**src/rtl/tpd_pkg.sv**
```systemverilog
package tpd_pkg;

    // Byte inserted ahead of the first bit of a new minute.
    localparam logic [7:0] MARK_BYTE = 8'h02;

    // One decoded bit event from the classifier.
    typedef struct packed {
        logic valid;
        logic value;
    } tpd_bit_t;

endpackage

```
**src/rtl/tpd_sync.sv**
```systemverilog
module tpd_sync #(
    parameter int STAGES = 2
) (
    input  logic clk,
    input  logic rst,
    input  logic din,
    output logic dout
);
    logic [STAGES-1:0] chain_d, chain_q;

    always_comb begin
        chain_d = chain_q;
        chain_d[0] = din;
        for (int i = 1; i < STAGES; i++) begin
            chain_d[i] = chain_q[i-1];
        end
    end

    // Reset to the idle (high) level so no false edge follows reset.
    always_ff @(posedge clk) begin
        if (rst) chain_q <= '1;
        else     chain_q <= chain_d;
    end

    assign dout = chain_q[STAGES-1];
endmodule

```
**src/rtl/tpd_classifier.sv**
```systemverilog
module tpd_classifier
    import tpd_pkg::*;
#(
    parameter int THRESH_MS = 150,
    localparam int TW = $clog2(THRESH_MS + 1)
) (
    input  logic     clk,
    input  logic     rst,
    input  logic     line_s,
    input  logic     ms_tick,
    output logic     fall_evt,
    output tpd_bit_t bit_o
);
    localparam logic [TW-1:0] LAST_TICK = TW'(THRESH_MS - 1);

    typedef struct packed {
        logic          prev;
        logic          busy;
        logic [TW-1:0] cnt;
        tpd_bit_t      bit_ev;
    } cls_t;

    cls_t s_d, s_q;
    logic fall, rise;

    always_comb begin
        s_d = s_q;
        s_d.bit_ev.valid = 1'b0;
        fall = s_q.prev & ~line_s;
        rise = ~s_q.prev & line_s;

        if (s_q.busy && ms_tick) begin
            if (s_q.cnt == LAST_TICK) begin
                s_d.busy = 1'b0;
                s_d.cnt  = '0;
            end else begin
                s_d.cnt = s_q.cnt + TW'(1);
            end
        end

        if (fall) begin
            s_d.prev = 1'b0;
            s_d.busy = 1'b1;
            s_d.cnt  = '0;
        end

        if (rise) begin
            s_d.prev         = 1'b1;
            s_d.busy         = 1'b0;
            s_d.cnt          = '0;
            s_d.bit_ev.valid = 1'b1;
            s_d.bit_ev.value = ~s_q.busy;
        end
    end

    always_ff @(posedge clk) begin
        if (rst) begin
            s_q      <= '0;
            s_q.prev <= 1'b1;
        end else begin
            s_q <= s_d;
        end
    end

    assign fall_evt = fall;
    assign bit_o    = s_q.bit_ev;

    // A decoded bit follows a recorded return to high.
    p_bit_needs_high_r4: assert property (@(posedge clk) disable iff (rst)
        s_q.bit_ev.valid |-> s_q.prev);

    // The timer never runs while the line is recorded high.
    p_timer_only_low_r3: assert property (@(posedge clk) disable iff (rst)
        s_q.busy |-> !s_q.prev);
endmodule

```
**src/rtl/tpd_gap_timer.sv**
```systemverilog
module tpd_gap_timer #(
    parameter int GAP_MS = 1700,
    localparam int GW = $clog2(GAP_MS + 2)
) (
    input  logic clk,
    input  logic rst,
    input  logic ms_tick,
    input  logic restart,
    output logic gap_long
);
    localparam logic [GW-1:0] CNT_MAX = '1;
    localparam logic [GW-1:0] GAP_LIM = GW'(GAP_MS);

    typedef struct packed {
        logic [GW-1:0] cnt;
    } gap_t;

    gap_t s_d, s_q;

    always_comb begin
        s_d = s_q;
        if (restart) begin
            s_d.cnt = '0;
        end else if (ms_tick && s_q.cnt != CNT_MAX) begin
            s_d.cnt = s_q.cnt + GW'(1);
        end
    end

    always_ff @(posedge clk) begin
        if (rst) s_q <= '0;
        else     s_q <= s_d;
    end

    assign gap_long = (s_q.cnt > GAP_LIM);

    p_gap_restart_r5: assert property (@(posedge clk) disable iff (rst)
        restart |=> s_q.cnt == '0);

    p_gap_saturate_r5: assert property (@(posedge clk) disable iff (rst)
        (s_q.cnt == CNT_MAX) |=> (s_q.cnt == CNT_MAX) || $past(restart));
endmodule

```
**src/rtl/tpd_byte_slot.sv**
```systemverilog
module tpd_byte_slot
    import tpd_pkg::*;
(
    input  logic       clk,
    input  logic       rst,
    input  tpd_bit_t   bit_i,
    input  logic       gap_long,
    input  logic       out_ready,
    output logic [7:0] out_data,
    output logic       out_valid,
    output logic       overflow
);
    typedef struct packed {
        logic mark_pend;
        logic data_pend;
        logic data_bit;
        logic ovf;
    } slot_t;

    slot_t s_d, s_q;
    logic  busy;

    always_comb begin
        s_d  = s_q;
        busy = s_q.mark_pend | s_q.data_pend;

        if (busy && out_ready) begin
            if (s_q.mark_pend) s_d.mark_pend = 1'b0;
            else               s_d.data_pend = 1'b0;
        end

        if (bit_i.valid) begin
            if (busy) begin
                s_d.ovf = 1'b1;
            end else begin
                s_d.mark_pend = gap_long;
                s_d.data_pend = 1'b1;
                s_d.data_bit  = bit_i.value;
            end
        end
    end

    always_ff @(posedge clk) begin
        if (rst) s_q <= '0;
        else     s_q <= s_d;
    end

    assign out_valid = s_q.mark_pend | s_q.data_pend;
    assign out_data  = s_q.mark_pend ? MARK_BYTE : {7'b0, s_q.data_bit};
    assign overflow  = s_q.ovf;

    p_hold_stable_r7: assert property (@(posedge clk) disable iff (rst)
        (out_valid && !out_ready) |=> out_valid && $stable(out_data));

    p_marker_before_data_r7: assert property (@(posedge clk) disable iff (rst)
        s_q.mark_pend |-> s_q.data_pend);

    p_no_overflow_clear_r8: assert property (@(posedge clk) disable iff (rst)
        s_q.ovf |=> s_q.ovf);

    p_bit_byte_range_r2: assert property (@(posedge clk) disable iff (rst)
        (out_valid && !s_q.mark_pend) |-> out_data[7:1] == 7'b0);
endmodule

```
**src/rtl/tcode_pulse_decoder.sv**
```systemverilog
module tcode_pulse_decoder
    import tpd_pkg::*;
#(
    parameter int THRESH_MS   = 150,
    parameter int GAP_MS      = 1700,
    parameter int SYNC_STAGES = 2,
    parameter int IDX_W       = 6
) (
    input  logic             clk,
    input  logic             rst,
    input  logic             rx_line,
    input  logic             ms_tick,
    output logic [7:0]       out_data,
    output logic             out_valid,
    input  logic             out_ready,
    output logic [IDX_W-1:0] bit_index,
    output logic             overflow
);
    localparam logic [IDX_W-1:0] IDX_MAX = '1;

    logic     line_s;
    logic     fall_evt;
    logic     gap_long;
    logic     idx_clr;
    tpd_bit_t bit_ev;

    typedef struct packed {
        logic [IDX_W-1:0] idx;
    } top_t;

    top_t s_d, s_q;

    tpd_sync #(.STAGES(SYNC_STAGES)) u_sync (
        .clk  (clk),
        .rst  (rst),
        .din  (rx_line),
        .dout (line_s)
    );

    tpd_classifier #(.THRESH_MS(THRESH_MS)) u_cls (
        .clk      (clk),
        .rst      (rst),
        .line_s   (line_s),
        .ms_tick  (ms_tick),
        .fall_evt (fall_evt),
        .bit_o    (bit_ev)
    );

    tpd_gap_timer #(.GAP_MS(GAP_MS)) u_gap (
        .clk      (clk),
        .rst      (rst),
        .ms_tick  (ms_tick),
        .restart  (bit_ev.valid),
        .gap_long (gap_long)
    );

    tpd_byte_slot u_slot (
        .clk       (clk),
        .rst       (rst),
        .bit_i     (bit_ev),
        .gap_long  (gap_long),
        .out_ready (out_ready),
        .out_data  (out_data),
        .out_valid (out_valid),
        .overflow  (overflow)
    );

    // A marker-carrying bit starts a new minute; clearing wins over a step.
    always_comb begin
        s_d     = s_q;
        idx_clr = bit_ev.valid & gap_long;
        if (idx_clr) begin
            s_d.idx = '0;
        end else if (fall_evt && s_q.idx != IDX_MAX) begin
            s_d.idx = s_q.idx + IDX_W'(1);
        end
    end

    always_ff @(posedge clk) begin
        if (rst) s_q <= '0;
        else     s_q <= s_d;
    end

    assign bit_index = s_q.idx;

    p_index_step_r6: assert property (@(posedge clk) disable iff (rst)
        (fall_evt && !idx_clr && s_q.idx != IDX_MAX)
            |=> s_q.idx == $past(s_q.idx) + IDX_W'(1));

    p_index_clear_r6: assert property (@(posedge clk) disable iff (rst)
        (bit_ev.valid && gap_long) |=> s_q.idx == '0);

    p_index_hold_r9: assert property (@(posedge clk) disable iff (rst)
        (!fall_evt && !bit_ev.valid) |=> $stable(s_q.idx));
endmodule

```
**config.mk**
```make
export PLATFORM = sky130hd
export DESIGN_NAME = tcode_pulse_decoder
export DESIGN_NICKNAME = d
export VERILOG_FILES = /design/src/rtl/tpd_pkg.sv /design/src/rtl/tpd_sync.sv /design/src/rtl/tpd_classifier.sv /design/src/rtl/tpd_gap_timer.sv /design/src/rtl/tpd_byte_slot.sv /design/src/rtl/tcode_pulse_decoder.sv
export SDC_FILE = /design/constraint.sdc
export NUM_CORES = 1
export LEC_CHECK = 0
export BUFFER_PORTS_ARGS = -buffer_cell sky130_fd_sc_hd__buf_4
export CAP_MARGIN = 20
export CORE_MARGIN = 8
export CORE_UTILIZATION = 38
export CTS_CLUSTER_SIZE = 25
export DETAILED_ROUTE_END_ITERATION = 8
export HOLD_SLACK_MARGIN = 0.12
export PLACE_DENSITY_LB_ADDON = 0.1
export SLEW_MARGIN = 20
export SYNTH_ARGS = -nofsm -noshare
export SYNTH_HDL_FRONTEND = slang
export SYNTH_SLANG_ARGS = --single-unit
```
**constraint.sdc**
```tcl
create_clock -name clk -period 2.35 [get_ports clk]
set_input_delay 0.235 -clock clk [delete_from_list [all_inputs] [get_ports clk]]
set_output_delay 0.235 -clock clk [all_outputs]
set_load 0.03 [all_outputs]
```
==> metrics.sh <==
NETLIST-CELL-TYPE-COUNT=46
STD_CELL_ROWS=24
CRIT_REQUIRED_PS=2540
DIE-HEIGHT_UM=83.5
TIMING.FINAL.SETUP_VIOLATIONS=0
CTS_NUM_SINKS=35
IO_PINS=21
SYNTH-EDFF-COUNT=0
CRIT_SLOWEST_CELL='sky130_fd_sc_hd__dfxtp_1'
HTREE_NUM_LEVELS=2
POWER.IR.VDD_WORST_uV=363
PLACE_INST=260
POST-CTS-SETUP-BUFFERS=0
DESIGN_POWER_TOTAL_mW=1.28
FINALWORSTSETUPSLACK_PS=676
HOLD_PATH.STARTPOINT='rx_line'
DIE-AREA_UM2=6960
P_SEQ_SHARE_PCT=48.8
YOSYS_WARNINGS=0
WORST_R2R_STARTPOINT='u_gap.s_q[0]'
FINAL_NET_COUNT=225
POWER_DENSITY_nW_PER_UM2=652
CLOCKBUFFERDEPTH=2
YS_DOMINANT_REG_CELL='sky130_fd_sc_hd__dfxtp_1'
CRITICALPATHCATEGORY='reg -> reg'
COUNT_OF_ANTENNA_VIOLATING_NETS_LEFT_AFTER_DETAILED_ROUTING=0
CLKTRANSATPATHREGS_PS=80
HOLD_PATH_DEPTH=2
WORSTSKEWPAIRLATENCY_PS=290
SYN_AREA_UM2=1730
CTS.HOLD.BUFFERS_ADDED=0
FINALHOLDVIOLCOUNT=0
GRT_USE_TOTAL_PCT=10.2
DPL_WORST_SLACK_PS=705
POST_LAYOUT_NONFILLER_INSTANCES=268
CTS_TREE='yes'
NET_SWITCHING_uW=299
MIN_DELAY_WORST_ENDPOINT='u_sync.chain_q[0]'
CRIT_ARRIVAL_PS=1860
MIN_PERIOD_PS=1670
DRV_SLEW=0
FINAL_CELL_AREA_UM2=1970
SYNTH_SEQ_AREA_SHARE_PCT=40.5
R2R_END='u_gap.s_q[7]'
FRACTION_OF_FINAL_LAYOUT_CELLS_WITH_DRIVE_STRENGTH_GREATER_THAN_1_PCT=13.9
INITIAL_ANTENNA_VIOLATION_COUNT=0
SYN2LAYOUT_AREA_GROWTH_PCT=13.7
COMBPWRFRAC_PCT=7.5
NUM_ANTENNA_CELLS=0
POST_DRT_WL_PER_CELL_UM=13.4
CRITICAL_PATH.MAX_FANOUT=8
OUTCOME='finished, final reports clean'
MOSTFREQUENTLAYOUTCELL='sky130_fd_sc_hd__dfxtp_1'
FIN_TNS_SETUP_PS=0
REG2REG_DEPTH=5
CTS.REPAIR.RESIZED=0
TIMING.FINAL.CRIT_SHARE_PCT=71.2
FIRST_GLOBAL_VIAS=1318
CP_NUM_BUF_INV=0
SYNTH_SEQ_CELLS=35
TIMING.CRITICAL_PATH.CELLS='ha_1, nand4_1, o31ai_4, nor4_1, o21a_1'
FIRST_ITER_VIOLATIONS=83
GRT_PASS1_WL_UM=5950
SYN_AVG_CELL_AREA_UM2=8.65
DPL-INSTANCE-AREA_UM2=1850
SYNTHARSTFLOPSHARE_PCT=0
COREAREA_UM2=4380
INTERNAL_POWER_uW=984
PLACE.DETAILED.HPWL_UM=2680
GRT_MAX_DEGREE=16
CLKPWRFRAC_PCT=43.7
PLACE.GP.CONGESTION=0.806
SLOWEST_DELAY_PS=470
ROUTE.FINAL.WIRE_LENGTH_UM=3580
SYNTHESIS.INSTANCES=200
GRT_SETUP_UNREPAIRED='no'
CELLLEAKAGEPOWER_nW=0.766
CTS_MADE_BUFFERS=5
MAX_CAP_VIOLATIONS=0
CLOCK_TREE.ROOT_CELL='sky130_fd_sc_hd__clkbuf_8'
TIMING.CLOCK.SKEW_PS=6.67
NUM_VIAS=1402
WORST-R2R-SETUP-SLACK_PS=680
FINAL_CELL_MIX='sky130_fd_sc_hd__dfxtp_1 (35), sky130_fd_sc_hd__nor2_1 (26), sky130_fd_sc_hd__buf_4 (14), sky130_fd_sc_hd__inv_1 (12)'
GLOBAL_ROUTE.OVERFLOW_TOTAL=0
AVGVIACOUNTPERCELL=5.23
FMAXACHIEVABLE_GHz=0.598
PORT_BUFFERS=14
DETAIL_ROUTE.DRC_VIOLATIONS=0
DRT_PRE_ANTENNA_ITERS=4
ENDPOINT_KIND='flop'
SWITCHING_SHARE_PCT=23.3
CRITICAL_PATH.TOP_DELAY_FAMILY='compound AO/OA/AOI/OAI gates'
DIE_WIDTH_UM=83.5
INITIAL_UTILIZATION_PCT=39.4
WORSTHOLDPATHTYPE='in -> reg'
CP-START-KIND='flop'
[layout make-up]
cell class / count / area [µm²]
fillers: 437 / 2420
well taps: 52 / 65.1
clock inverters: 2 / 35.0
multi-input cells: 147 / 932
repair buffers: 14 / 105
flip-flops and latches: 35 / 701
inverters: 12 / 45.0
clock buffers: 6 / 82.6
[kinds of logic after synthesis]
group                    share of synthesized area (%)
adder cells (fa/ha/maj)                           3.62
buffers and inverters                             6.66
AND/OR/NAND/NOR                                   26.4
AO/OA/AOI/OAI                                     15.4
multiplexers                                     0.579
XOR/XNOR                                          6.58
other                                            0.217
flip-flops                                        40.5
[cell usage after synthesis (2+ instances only)]
cell / number / area share (%)
sky130_fd_sc_hd__clkbuf_1: 2 / 0.43
sky130_fd_sc_hd__nor4_1: 2 / 0.72
sky130_fd_sc_hd__xnor2_1: 2 / 1.0
sky130_fd_sc_hd__o31ai_1: 2 / 0.87
sky130_fd_sc_hd__nand3_1: 11 / 3.2
sky130_fd_sc_hd__o21ai_1: 2 / 0.58
sky130_fd_sc_hd__nor2b_1: 3 / 1.1
sky130_fd_sc_hd__dfxtp_1: 35 / 41
sky130_fd_sc_hd__or2_2: 4 / 1.4
sky130_fd_sc_hd__buf_2: 2 / 0.58
sky130_fd_sc_hd__o21a_1: 2 / 0.87
sky130_fd_sc_hd__inv_1: 12 / 2.6
sky130_fd_sc_hd__nand4_1: 5 / 1.8
sky130_fd_sc_hd__nor2_1: 26 / 5.6
sky130_fd_sc_hd__buf_4: 7 / 3.0
sky130_fd_sc_hd__nand2_1: 11 / 2.4
sky130_fd_sc_hd__o21ai_0: 5 / 1.4
sky130_fd_sc_hd__xor2_1: 11 / 5.6
sky130_fd_sc_hd__a21oi_1: 8 / 2.3
sky130_fd_sc_hd__o211ai_1: 2 / 0.87
sky130_fd_sc_hd__or3_1: 4 / 1.4
sky130_fd_sc_hd__and4_1: 3 / 1.5
sky130_fd_sc_hd__ha_1: 5 / 3.6
sky130_fd_sc_hd__o311ai_1: 2 / 1.0
sky130_fd_sc_hd__o31a_1: 2 / 1.0
sky130_fd_sc_hd__and3_1: 4 / 1.4
sky130_fd_sc_hd__nor3_1: 6 / 1.7
sky130_fd_sc_hd__o2111ai_1: 2 / 1.0
[sequential cells by signal, indices dropped and copies added (netlist names)]
| register | cells |
|---|---|
| u_slot.overflow | 1 |
| bit_index | 6 |
| u_cls.bit_o | 2 |
| u_sync.chain_q | 2 |
| u_gap.s_q | 11 |
| u_cls.s_q | 10 |
| u_slot.s_q | 3 |
[per-layer routing]
layer	share of wire (%)	routed length (µm)	GRT usage [%]
met3	5.1	182	3.32
met5	0	0	0
met1	49	1740	12.6
met4	1.4	51	4.71
met2	45	1610	15.7
[worst max-delay path by stage]
| stage | depth (start not counted) | end | from |
|---|---|---|---|
| 2_1_floorplan | 5 | bit_index[4] | bit_index[0] |
| 6_report | 5 | u_gap.s_q[7] | u_gap.s_q[0] |
| 4_1_cts | 5 | u_gap.s_q[7] | u_gap.s_q[0] |
| 5_1_grt | 5 | u_gap.s_q[7] | u_gap.s_q[0] |
| 3_5_place_dp | 5 | u_gap.s_q[7] | u_gap.s_q[0] |
| 3_3_place_gp | 5 | u_gap.s_q[7] | u_gap.s_q[0] |
[power groups by stage]
stage	registers (mW)	logic, mW	clock network, mW
final	0.626	0.0956	0.561
after detailed placement	0.640	0.0964	0
after CTS	0.626	0.0967	0.570
after global placement	0.637	0.0944	0
after floorplan	0.645	0.0679	0
after global routing	0.628	0.106	0.598
[per-stage QoR]
stage                     utilization [%]  hold WS (ps)
after CTS                            44.8           128
after global placement               42.2           393
after detailed placement             42.2           419
after global routing                 44.8           129
final                                44.8           135
after floorplan                         -           339
Power figures use the tool's default switching activity.
